--- src/rtl/ltsg_pkg.sv ---
package ltsg_pkg;

  localparam int LFSR_W = 16;
  localparam logic [LFSR_W-1:0] RESET_STATE = 16'h0001;

  typedef struct packed {
    logic advance;
    logic reload;
  } ltsgStrobe_t;

  function automatic logic [LFSR_W-1:0] lfsrStep(input logic [LFSR_W-1:0] s);
    return {s[14:0], s[15] ^ s[14] ^ s[12] ^ s[3]};
  endfunction

endpackage

--- src/rtl/ltsg_datapath.sv ---
module ltsg_datapath
  import ltsg_pkg::*;
#(
  parameter int TAPS = 3
) (
  input  logic              clk,
  input  logic              rstN,
  input  ltsgStrobe_t       strobe,
  input  logic [LFSR_W-1:0] seedValue,
  output logic              scanBit
);

  localparam int TAP_N = (TAPS < 1) ? 1 : ((TAPS > 4) ? 4 : TAPS);

  logic [LFSR_W-1:0] lfsrQ;
  logic [TAP_N-1:0]  tapVec;
  logic              andOut;
  logic              tffQ;

  genvar gi;
  generate
    for (gi = 0; gi < TAP_N; gi++) begin : g_tap
      assign tapVec[gi] = lfsrQ[gi*4];
    end
  endgenerate

  assign andOut = &tapVec;

  always_ff @(posedge clk) begin
    if (!rstN) begin
      lfsrQ <= RESET_STATE;
      tffQ  <= 1'b0;
    end else if (strobe.reload) begin
      lfsrQ <= (seedValue == '0) ? RESET_STATE : seedValue;
      tffQ  <= 1'b0;
    end else if (strobe.advance) begin
      lfsrQ <= lfsrStep(lfsrQ);
      tffQ  <= tffQ ^ andOut;
    end
  end

  assign scanBit = tffQ;

  a_r2_nonzero: assert property (@(posedge clk) disable iff (!rstN)
    lfsrQ != '0);

  a_r3_zero_seed: assert property (@(posedge clk) disable iff (!rstN)
    strobe.reload && seedValue == '0 |=> lfsrQ == RESET_STATE);

  a_r4_toggle: assert property (@(posedge clk) disable iff (!rstN)
    strobe.advance && !strobe.reload && andOut |=> scanBit != $past(scanBit));

  a_r5_hold: assert property (@(posedge clk) disable iff (!rstN)
    strobe.advance && !strobe.reload && !andOut |=> $stable(scanBit));

  a_r6_capture_frozen: assert property (@(posedge clk) disable iff (!rstN)
    !strobe.advance && !strobe.reload |=> $stable(lfsrQ) && $stable(scanBit));

endmodule

--- src/rtl/ltsg_control.sv ---
module ltsg_control
  import ltsg_pkg::*;
#(
  parameter int CNT_W = 8
) (
  input  logic             clk,
  input  logic             rstN,
  input  logic             enable,
  input  logic             seedLoad,
  input  logic [CNT_W-1:0] runLength,
  output ltsgStrobe_t      strobe,
  output logic             scanEnable,
  output logic             patternDone
);

  logic [CNT_W-1:0] shiftCnt;
  logic [CNT_W-1:0] lenEff;
  logic             inCapture;
  logic             lastShift;

  assign lenEff    = (runLength == '0) ? CNT_W'(1) : runLength;
  assign lastShift = (shiftCnt + CNT_W'(1)) >= lenEff || shiftCnt == '1;

  assign scanEnable     = enable && !seedLoad && !inCapture;
  assign patternDone    = enable && !seedLoad && inCapture;
  assign strobe.advance = scanEnable;
  assign strobe.reload  = seedLoad;

  always_ff @(posedge clk) begin
    if (!rstN) begin
      shiftCnt  <= '0;
      inCapture <= 1'b0;
    end else if (seedLoad) begin
      shiftCnt  <= '0;
      inCapture <= 1'b0;
    end else if (enable) begin
      if (inCapture) begin
        inCapture <= 1'b0;
      end else if (lastShift) begin
        shiftCnt  <= '0;
        inCapture <= 1'b1;
      end else begin
        shiftCnt <= shiftCnt + CNT_W'(1);
      end
    end
  end

  a_r3_restart: assert property (@(posedge clk) disable iff (!rstN)
    seedLoad |=> shiftCnt == '0 && !inCapture);

  a_r6_single_capture: assert property (@(posedge clk) disable iff (!rstN)
    patternDone |=> !patternDone);

  a_r6_exclusive: assert property (@(posedge clk) disable iff (!rstN)
    !(patternDone && scanEnable));

  a_r7_freeze: assert property (@(posedge clk) disable iff (!rstN)
    !enable && !seedLoad |=> $stable(shiftCnt) && $stable(inCapture));

endmodule

--- src/rtl/lowtrans_scan_gen.sv ---
module lowtrans_scan_gen
  import ltsg_pkg::*;
#(
  parameter int TAPS  = 3,
  parameter int CNT_W = 8
) (
  input  logic             clk,
  input  logic             rstN,
  input  logic             enable,
  input  logic             seedLoad,
  input  logic [15:0]      seedValue,
  input  logic [CNT_W-1:0] runLength,
  output logic             scanIn,
  output logic             scanEnable,
  output logic             patternDone
);

  ltsgStrobe_t strobe;

  ltsg_control #(.CNT_W(CNT_W)) u_control (
    .clk         (clk),
    .rstN        (rstN),
    .enable      (enable),
    .seedLoad    (seedLoad),
    .runLength   (runLength),
    .strobe      (strobe),
    .scanEnable  (scanEnable),
    .patternDone (patternDone)
  );

  ltsg_datapath #(.TAPS(TAPS)) u_datapath (
    .clk       (clk),
    .rstN      (rstN),
    .strobe    (strobe),
    .seedValue (seedValue),
    .scanBit   (scanIn)
  );

endmodule

--- config.mk ---
export PLATFORM = sky130hd
export DESIGN_NAME = lowtrans_scan_gen
export DESIGN_NICKNAME = d
export VERILOG_FILES = /design/src/rtl/ltsg_pkg.sv /design/src/rtl/ltsg_datapath.sv /design/src/rtl/ltsg_control.sv /design/src/rtl/lowtrans_scan_gen.sv
export SDC_FILE = /design/constraint.sdc
export NUM_CORES = 1
export LEC_CHECK = 0
export BUFFER_PORTS_ARGS = -buffer_cell sky130_fd_sc_hd__buf_2
export CORE_UTILIZATION = 35
export DETAILED_ROUTE_END_ITERATION = 6
export PLACE_DENSITY = 0.63
export SLEW_MARGIN = 20
export SYNTH_ARGS = -nofsm -noshare
export SYNTH_HDL_FRONTEND = slang
export SYNTH_HIERARCHICAL = 1
export SYNTH_SLANG_ARGS = --single-unit
--- constraint.sdc ---
create_clock -name clk -period 2.2 [get_ports clk]
set_input_delay 0 -clock clk [delete_from_list [all_inputs] [get_ports clk]]
set_output_delay 0 -clock clk [all_outputs]
set_load 0.01 [all_outputs]
# After elaboration in Yosys (flattened, before gate mapping)
# Cells that the tools add are included.
# totals
regBits	26
latch_bits	0
ram_bits	0
rom_bits	0
input_bits	28
out_inout_bits	3
wordCells	32
memories	0
# op_classes
add_sub_neg	1
n_mul	0
div	0
n_lt_le_gt_ge	1
eq_ne	1
n_shift	0
mux	7
n_bitwise	6
reduce_logical	12
# op_table
op	count
16-bit 2-to-1 mux	3
16-bit logical NOT	1
8-bit 2-to-1 mux	2
8-bit by 1-bit adder with 8-bit output, second input constant	1
8-bit == test, second input constant	1
8-bit >= comparator	1
8-bit logical NOT	1
1-bit bitwise XOR	4
1-bit logical AND	3
3-bit AND reduction	1
1-bit logical NOT	2
1-bit 2-to-1 mux	2
1-bit NOT	2
2-bit AND reduction	1
2-bit nonzero test	1
2-bit OR reduction	1
1-bit logical OR	1

# Logic depth before layout (Yosys ltp)
# Gate-level depths: netlist of the first run.
# logic_depth
depth_word	6
ltp_mapped	10
ltp_nobuf	10

# By module
# Netlist of the first run, hierarchy kept.
# modules_own_cells
module	instances	cells_per_inst	area_per_inst_um2	seq_area_each_um2
ltsg_datapath	1	98	859.6	340.3
ltsg_control	1	93	782.0	180.2

# Least setup slack after synthesis of the first run
# No wires, ideal clock.
# synth_timing
path_kind	reg2reg
from	register u_control.shiftCnt[0]
to	register u_control.inCapture
setup_time_ns	0.070
arrival_ns	2.139
required_time_ns	2.130
path_slack_ns	-0.008
path_stages_with_launch	11
path_buffers	0
period_less_slack_ns	2.208
cell_sequence	dfxtp_1 -> ha_1 -> and3_2 -> nand3_1 -> xnor2_1 -> ha_1 -> nand2_1 -> o21ai_0 -> a21oi_4 -> a21o_2 -> a21oi_1
# synth_between
elab_chain_cells	5
elab_cells_between_ends	6
cone_classes	1 x add/sub; 1 x order compare; 1 x eq/ne; 2 x mux; 1 x reduce/logical
# synth_rtl
item	line	rtl
start: declaration	ltsg_control.sv:16	logic [CNT_W-1:0] shiftCnt;
start signal: assignment	ltsg_control.sv:43	shiftCnt <= shiftCnt + CNT_W'(1);
8-bit by 1-bit adder with 8-bit output	ltsg_control.sv:22	assign lastShift = (shiftCnt + CNT_W'(1)) >= lenEff || shiftCnt == '1;
8-bit >= comparator	ltsg_control.sv:22	
1-bit logical OR (*)	ltsg_control.sv:22	
1-bit 2-to-1 mux (*)	ltsg_control.sv:39	end else if (lastShift) begin
1-bit 2-to-1 mux (*)	ltsg_control.sv:37	if (inCapture) begin
end signal: assignment	ltsg_control.sv:35	inCapture <= 1'b0;
end signal: assignment	ltsg_control.sv:38	inCapture <= 1'b0;
end signal: assignment	ltsg_control.sv:41	inCapture <= 1'b1;
end: declaration	ltsg_control.sv:18	logic inCapture;
# Every way passes the cells marked *; elsewhere a longest branch is shown, timed or not.
# A chain may end at the register's enable or synchronous reset.

# Final worst setup path of the first run
# Ends and elaborated chain as after synthesis.

==> metrics.cfg, run 1 <==
[outcome]
status = complete, but fails checks
violations = DRC

[power]
p_clk_share_pct = 38.1
p_comb_share_pct = 14.2
max-vdd-ir-drop_uv = 204
intPower_mw = 0.806
p_sw_mw = 0.250
power_density_nw_per_um2 = 530
seq_power_share_pct = 47.6
leakagePower_nw = 0.850
swShare_pct = 23.7

[cells_and_area]
nNetsFinal = 262
layoutNonFillerInstCount = 276
final_common_cell = buf_2
antenna_cells = 0
final_util_pct = 44.8
layout_common_cells = buf_2, dfxtp_1, nand2_1, o21ai_0, mux2i_1
area_growth_pct = 21.4
drive_above_1_share_pct = 27.7

[yosys]
synth_cells = 191
netlist_area_um2 = 1640
ys_types = 40
synth_nets = 228
synth-seq-cells = 26
ys_seq_area_share_pct = 31.7
synth_warnings = 6
synth_area_per_cell_um2 = 8.59

[critical_path]
critical_path_cell_count = 10
endpoint_kind = flip-flop
crit_type = flip-flop to flip-flop
r2r_setup_slack_ps = 60
crit_family = compound AO/OA/AOI/OAI gates
crit_fanout = 5
crit_top_cell = a21oi_4
worstPathRequired_ps = 2410
worstReg2RegEnd = u_control/inCapture
reg2regPathDepth = 10
critPathSlowestCell = dfxtp_2
timing.rr.start = u_control/shiftCnt[0]
cp_cell_sequence = ha_4 > and3_4 > nand3_2 > xnor2_1 > ha_1 > nand4_1 > a21oi_4 > a21oi_4 > a21o_2 > a21oi_1
crit_path_start_kind = flip-flop
worstSetupEndpoint = u_control/inCapture
cp-startpoint = u_control/shiftCnt[0]
cpPeakStageDelay_ps = 380
path_buf_inv = 0
cp.arrival_ps = 2350

[cts]
clk_pin_slew_ps = 90
cts_max_path_buffers = 2
clock_latency_ps = 280
root_buffer = clkbuf_8
cts_sinks = 26
cts_tree = built
numCtsBuffers = 3
cts_max_level = 1
cts_setup_buffers = 0

[global_route]
grt_pass1_vias = 1275
antenna_found_initial = 0
gr-total-overflow = 0
grt_usage_pct = 13.7
grt_pass1_wl_mm = 5.43
grt_max_degree = 35

[job]
drv_cap = 0

[detailed_routing]
wl_per_cell_um = 12.4
ant_nets = 0
drt-total-wl_mm = 3.42
vias = 1416
drc = 2
first_pass_iters = 6
drt_iter0_markers = 87
drt-vias-per-instance = 5.13

[placed_design]
place_congestion = 0.762
hpwl_mm = 2.42
dp_cells = 271
io_buffers = 30

[die]
initial_utilization_pct = 36.9
io_pins = 31
die_x_um = 70.5
die_h_um = 70.5
num_rows = 24
core-area_um2 = 4440
dieArea_um2 = 4970

[timing]
fin_crit_ps = 2140
slew_viol_final = 0
slew-limit-headroom_pct = 67.0
worst_pin_slew_ps = 495
finClkSkew_ps = 8.34
finalSetupViolCount = 0
fmax_mhz = 468
finalHoldViolCount = 0
post-route-period-util_pct = 97.2

[min_path]
hold_path.class = input pin to flip-flop

## kinds of logic after synthesis
group	synth area share, %
flip-flops	31.7
adder cells (fa/ha/maj)	6.86
XOR/XNOR	5.34
AND/OR/NAND/NOR	22.9
buffers and inverters	7.32
AO/OA/AOI/OAI	16.7
multiplexers	9.15
## state kept, by name, summed over array words and instances (netlist names)
signal and count:
u_control/shiftCnt 8, u_control/inCapture 1, u_datapath/lfsrQ 16, u_datapath/scanBit 1
## power groups by stage
stage | combinational, mW | sequential (mW) | clock [mW]
floorplan | 0.105 | 0.510 | 0
global placement | 0.142 | 0.512 | 0
detailed placement | 0.143 | 0.513 | 0
CTS | 0.144 | 0.502 | 0.411
global route | 0.169 | 0.506 | 0.430
finish | 0.150 | 0.503 | 0.403
## how the worst min path moves through the flow
stage | from | to | slack (ps) | depth (start not counted)
after floorplan | seedLoad | patternDone | 50 | 1
after global placement | seedValue[0] | u_datapath/lfsrQ[0] | 300 | 3
after detailed placement | enable | u_control/inCapture | 310 | 3
after CTS | enable | u_control/inCapture | 10 | 3
after global routing | enable | u_control/inCapture | 30 | 3
final | enable | u_control/inCapture | 20 | 3
## tightest hold or removal path, stage by stage
cell,delay (ps)
buf_2,100
nand2b_1,100
a21oi_1,60
## Yosys cell counts, drive strengths merged
master / instances / area, um^2
and3: 5 / 32.5
or2b: 1 / 8.76
and2: 14 / 87.6
nand3: 6 / 35.0
nand3b: 1 / 7.51
a32oi: 4 / 35.0
inv: 9 / 33.8
a31oi: 3 / 33.8
nor2b: 2 / 12.5
nor3b: 1 / 7.51
nor4: 4 / 25.0
a41o: 1 / 10.0
buf: 5 / 52.5
a41oi: 1 / 8.76
a21oi: 9 / 56.3
xor2: 5 / 43.8
mux2i: 15 / 150
nor2: 8 / 30.0
nand4: 2 / 12.5
xnor2: 5 / 43.8
ha: 9 / 113
o21ai: 19 / 95.1
a2111o: 1 / 11.3
nand2b: 4 / 32.5
nor3: 2 / 10.0
a21o: 1 / 8.76
a211oi: 2 / 15.0
clkbuf: 6 / 33.8
dfxtp: 26 / 521
nand2: 20 / 75.1
## routing by layer
| metal | up-vias | share of wire, % | track usage, % |
|---|---|---|---|
| met5 | - | 0 | 0 |
| met4 | 0 | 1.9 | 5.44 |
| met3 | 8 | 2.3 | 1.73 |
| met2 | 20 | 48 | 22.9 |
| met1 | 651 | 48 | 17.9 |
| li1 | 737 | - | - |
## stage by stage
step	hold WS, ps	total power [mW]	cell area, um^2	setup WS, ps	setup TNS (ps)
after detailed placement	307	0.657	1840	23.1	0
after global routing	28.7	1.10	1990	-29.9	-154
after global placement	301	0.655	1840	33.7	0
final	23.2	1.06	1990	61.8	0
after floorplan	47.5	0.614	1640	19.1	0
after CTS	12.8	1.06	1920	3.26	0
## layout make-up
| cell class | instances | area (um^2) |
|---|---|---|
| Sequential cell | 26 | 524 |
| Clock inverter | 1 | 30.0 |
| Multi-Input combinational cell | 146 | 1080 |
| Timing Repair Buffer | 39 | 218 |
| Tap cell | 52 | 65.1 |
| Clock buffer | 3 | 41.3 |
| Inverter | 9 | 33.8 |
| Fill cell | 460 | 2450 |
## timing repair
item	in CTS	in global routing
resized for setup	1	14
pin swaps	0	6
endpoints found under the setup margin	1	9
cloned	0	1
hold buffers	0	0
No activity file was read; power rests on OpenSTA's default activity.
==> run 2, diff against run 1 <==
- CORE_ASPECT_RATIO: unset -> 0.75
- CORE_UTILIZATION: 35 -> 49
- PLACE_DENSITY: 0.63 -> 0.81
==> metrics.cfg, run 2 (synthesis gave the netlist of run 1 again) <==
[outcome]
status = completed

[cts]
numCtsBuffers = 3
cts_max_level = 1
clock_latency_ps = 270
root_buffer = clkbuf_8
cts_sinks = 26
clk_pin_slew_ps = 90
cts_max_path_buffers = 2
cts_hold_buffers = 0
cts_tree = built

[detailed_routing]
first_pass_iters = 4
drc = 0
wl_per_cell_um = 13.8
drt-total-wl_mm = 3.59
vias = 1427
drt-vias-per-instance = 5.47
drt_iter0_markers = 94
ant_nets = 0

[die]
initial_utilization_pct = 53.6
core-area_um2 = 3060
io_pins = 31
dieArea_um2 = 3590
die_x_um = 68.8
num_rows = 17
die_h_um = 52.1

[global_route]
grt.met3_usage_pct = 3.95
antenna_found_initial = 0
grt_busiest_layer = met2
grt_pass1_wl_mm = 5.78
use_met2_pct = 33.8
gr-total-overflow = 0
use_met1_pct = 30.3
grt_max_degree = 35
grt_usage_pct = 21.4
grt_pass1_vias = 1282

[cells_and_area]
nNetsFinal = 261
layout_common_cells = buf_2, dfxtp_1, nand2_1, mux2i_1, o21ai_0
multi_input_area_um2 = 1110
final_common_cell = buf_2
final_util_pct = 65.3
largest_register_ffs = 16
drive_above_1_share_pct = 30.0
antenna_cells = 0
top_register = u_datapath/lfsrQ
fillers = 252
largestRegisters = u_datapath/lfsrQ: 16 flops, u_control/shiftCnt: 8 flops
area_growth_pct = 21.8
register_area_um2 = 528

[critical_path]
worstPathRequired_ps = 2370
crit_family = compound AO/OA/AOI/OAI gates
timing.rr.start = u_control/shiftCnt[0]
critical_path_cell_count = 10
crit_top_cell = a21oi_4
path_buf_inv = 0
endpoint_kind = flip-flop
crit_fanout = 5
cp.arrival_ps = 2280
worstSetupEndpoint = u_control/shiftCnt[7]
crit_type = flip-flop to flip-flop
crit_path_start_kind = flip-flop
reg2regPathDepth = 10
cp-startpoint = u_control/shiftCnt[0]
r2r_setup_slack_ps = 90
cp_cell_sequence = ha_4 > and3_4 > nand3_4 > xnor2_1 > ha_1 > nand4_1 > a21oi_4 > a21oi_4 > a32oi_1 > nor2_1
critPathSlowestCell = dfxtp_4
cpPeakStageDelay_ps = 380
worstReg2RegEnd = u_control/shiftCnt[7]

[timing]
finalSetupViolCount = 0
finalHoldViolCount = 0
fin_crit_ps = 2110
slew_viol_final = 0
worst_pin_slew_ps = 496
fmax_mhz = 475
post-route-period-util_pct = 95.7
finClkSkew_ps = 4.51
fin_hold_ws_ps = 29.4
slew-limit-headroom_pct = 66.9

[placed_design]
io_buffers = 30
hpwl_mm = 2.51
place_congestion = 0.810

[power]
power_density_nw_per_um2 = 485
swShare_pct = 25.4
p_comb_share_pct = 16.3
seq_power_share_pct = 51.8
p_clk_share_pct = 31.9
leakagePower_nw = 0.854
p_sw_mw = 0.247
intPower_mw = 0.723
max-vdd-ir-drop_uv = 282

[job]
drv_cap = 0

[min_path]
hold_path.class = input pin to flip-flop

-- run 2: what timing repair did --
action / 4_1_cts / 5_1_grt
endpoints found under the hold margin: 0 / 0
endpoints found under the setup margin: 5 / 9
resized for setup: 2 / 22
pin swaps: 0 / 5
cloned: 1 / 0
buffers inserted: 0 / 1
-- run 2: how the worst min path moves through the flow --
stage,startpoint,cells after the start,endpoint
after global placement,seedValue[0],3,u_datapath/lfsrQ[0]
final,seedValue[0],3,u_datapath/lfsrQ[0]
after detailed placement,seedValue[0],3,u_datapath/lfsrQ[0]
after CTS,enable,3,u_control/inCapture
after floorplan,seedLoad,1,patternDone
after global routing,enable,3,u_control/inCapture
-- run 2: routing by layer --
metal  up-vias  share of wire (%)
li1        740                  -
met2        24                 45
met1       659                 51
met4         0               0.86
met3         4                3.4
met5         -                  0
-- run 2: area by class of cell --
| cell class | instances | share of cell area (%) |
|---|---|---|
| sequential | 26 | 26.4 |
| clock buffer | 4 | 2.75 |
| tap | 38 | 2.38 |
| timing repair buffer | 38 | 11.1 |
| inverter | 9 | 1.69 |
| multi-input combinational | 146 | 55.6 |
-- run 2: per-stage QoR --
| stage | cell area [um^2] | setup TNS (ps) | setup WS, ps | instances | power (mW) |
|---|---|---|---|---|---|
| 2_1_floorplan | 1640 | 0 | 19.1 | 191 | 0.614 |
| 3_3_place_gp | 1820 | 0 | 21.8 | 255 | 0.656 |
| 3_5_place_dp | 1820 | -55.2 | -21.9 | 255 | 0.660 |
| 4_1_cts | 1890 | 0 | 30.8 | 260 | 0.962 |
| 5_1_grt | 2000 | -60.9 | -48.8 | 261 | 1.01 |
| 6_report | 2000 | 0 | 94.4 | 261 | 0.970 |
-- run 2: worst register-to-register path: stages, from the launching register on --
cell and delay [ps]:
dfxtp_4 380, ha_4 130, and3_4 210, nand3_4 80
xnor2_1 130, ha_1 290, nand4_1 140, a21oi_4 240
a21oi_4 120, a32oi_1 230, nor2_1 50
-- run 2: power groups by stage --
stage / clock network, mW / registers, mW / logic, mW
global route: 0.328 / 0.505 / 0.176
detailed placement: 0 / 0.513 / 0.147
floorplan: 0 / 0.510 / 0.105
CTS: 0.310 / 0.503 / 0.150
global placement: 0 / 0.513 / 0.144
finish: 0.309 / 0.503 / 0.158
==> run 3, diff against run 2 <==
- ABC_AREA: unset -> 1
- CORE_UTILIZATION: 49 -> 50
==> metrics.cfg, run 3 <==
[yosys]
synth_area_per_cell_um2 = 6.88
yosysTopAreaCellShare_pct = 29.3
synth.area.top_cells = dfxtp_1, nand2_1, ha_1
synth_largest_area_cell = dfxtp_1
synth_flop_cell = dfxtp_1
synth_warnings = 6
netlist_area_um2 = 1780
synth_edf_count = 0
synth_common_cells = nand2_1, inv_1, nor2_1
ys_types = 37
ys_seq_area_share_pct = 29.3
synth_nets = 295
synth-seq-cells = 26
synth_cells = 258
yosysMostFrequentCell = nand2_1
async_reset_ff_share_pct = 0

[die]
num_rows = 18
io_pins = 31
core-area_um2 = 3330
die_x_um = 70.8
dieArea_um2 = 3800
die_h_um = 53.6
initial_utilization_pct = 53.3

[detailed_routing]
drc = 0
ant_nets = 0
drt-vias-per-instance = 5.28
wl_per_cell_um = 11.3
first_pass_iters = 7
drt-total-wl_mm = 3.71
drt_iter0_markers = 116
vias = 1736

[timing]
slew-limit-headroom_pct = 71.8
fmax_mhz = 496
finalHoldViolCount = 0
post-route-period-util_pct = 91.6
rsz0062_at_grt = no
finalSetupViolCount = 0
finClkSkew_ps = 3.16
tns_ps = 0
worst_pin_slew_ps = 423
fin_crit_ps = 2020
slew_viol_final = 0

[placed_design]
hpwl_mm = 2.73
io_buffers = 30
dp_cells = 320
place_congestion = 0.867

[critical_path]
cp.arrival_ps = 2210
crit_path_start_kind = flip-flop
crit_fanout = 5
endpoint_kind = flip-flop
crit_type = flip-flop to flip-flop
worstPathRequired_ps = 2400
timing.rr.start = u_control/shiftCnt[0]
cp-startpoint = u_control/shiftCnt[0]

[cts]
numCtsBuffers = 3
root_buffer = clkbuf_8
cts_sinks = 26
cts_max_level = 1
clock_latency_ps = 270
cts_max_path_buffers = 2
clk_pin_slew_ps = 90
cts_tree = built

[cells_and_area]
layoutNonFillerInstCount = 329
drive_above_1_share_pct = 22.1
layout_common_cells = nand2_1, buf_2, inv_1, nor2_1, dfxtp_1
largest_register_ffs = 16
top_register = u_datapath/lfsrQ
area_growth_pct = 12.8
antenna_cells = 0
nNetsFinal = 328
largestRegisters = u_datapath/lfsrQ: 16 flops, u_control/shiftCnt: 8 flops
final_common_cell = nand2_1

[job]
drv_cap = 0

[global_route]
grt_pass1_wl_mm = 6.11
antenna_found_initial = 0
grt_max_degree = 23
grt_pass1_vias = 1458
grt_usage_pct = 20.5
gr-total-overflow = 0

[power]
power_density_nw_per_um2 = 483
max-vdd-ir-drop_uv = 396
leakagePower_nw = 0.931

[min_path]
hold_path.class = input pin to flip-flop
min_from = seedValue[9]

[outcome]
status = completed

## run 3: cell count changes in the layout (fill, tap and decap cells not counted), moves of 7 or more
cell	delta
nand2_1	+53
nor2_1	+21
inv_1	+19
mux2i_1	-15
and2_1	-14
a21oi_1	+11
o21ai_0	-11
buf_4	-7
nor3_1	+7
## run 3: per-stage QoR
stage / cell area [um^2] / worst slack [ps] / hold slack (ps) / power (mW) / util (%)
3_3_place_gp: 1890 / 198 / 259 / 0.697 / 56.7
3_5_place_dp: 1890 / 88.6 / 261 / 0.700 / 56.7
6_report: 2000 / 185 / 9.53 / 0.967 / 60.1
4_1_cts: 1980 / 61.2 / 8.36 / 0.973 / 59.5
2_1_floorplan: 1780 / 344 / 47.5 / 0.659 / -
5_1_grt: 2000 / 38.5 / 25.7 / 1.01 / 60.1
## run 3: cell families after synthesis
group           Yosys count  share of synthesized area (%)
compound gates           43                           15.8
xor+xnor                  2                          0.987
fa+ha+maj                 9                           6.34
buf+inv                  42                           13.0
flops                    26                           29.3
simple gates            136                           34.5
## run 3: timing repair
action                                 4_1_cts  5_1_grt
gates resized for setup                      0        7
buffers inserted                             0        0
endpoints found under the hold margin        5        0
setup endpoints to repair                    0        9
hold buffers                                 5        0
## run 3: per-layer routing
layer | vias up | global-route usage, % | part of all wire [%]
li1 | 910 | - | -
met1 | 759 | 27.5 | 49
met2 | 65 | 32.9 | 43
met3 | 2 | 5.43 | 7.7
met4 | 0 | 6.33 | 0.43
met5 | - | 0 | 0
## run 3: worst max-delay path: stages (launching register included)
cell,delay [ps]
dfxtp_2,380
ha_2,210
nand3_2,120
o21ai_1,140
nand2_1,80
ha_1,290
nand2_1,80
inv_1,40
nand2_1,70
nand2_2,90
nor2_4,170
nand4_1,120
a21oi_1,150
## run 3: path summary, 6_finish.rpt
| check | endpoint | slack, ps | cells after the start |
|---|---|---|---|
| setup reg to reg | u_control/shiftCnt[1] | 180 | 12 |
| hold reg to reg | u_datapath/lfsrQ[0] | 480 | 2 |
| setup / recovery | u_control/shiftCnt[1] | 180 | 12 |
| hold / removal | u_datapath/lfsrQ[9] | 10 | 3 |
## run 3: power by group
part           internal, mW  total (mW)  switching, mW  leakage [nW]
registers             0.496       0.515         0.0190         0.216
clock network         0.123       0.271          0.148        0.0216
logic                0.0764       0.182          0.106         0.694
## run 3: layout make-up
| type | count | area, um^2 |
|---|---|---|
| fillers | 313 | 1330 |
| multi-input cells | 191 | 1040 |
| flip-flops and latches | 26 | 526 |
| repair buffers | 35 | 200 |
| inverters | 34 | 146 |
| well taps | 40 | 50.0 |
| clock buffers | 3 | 41.3 |
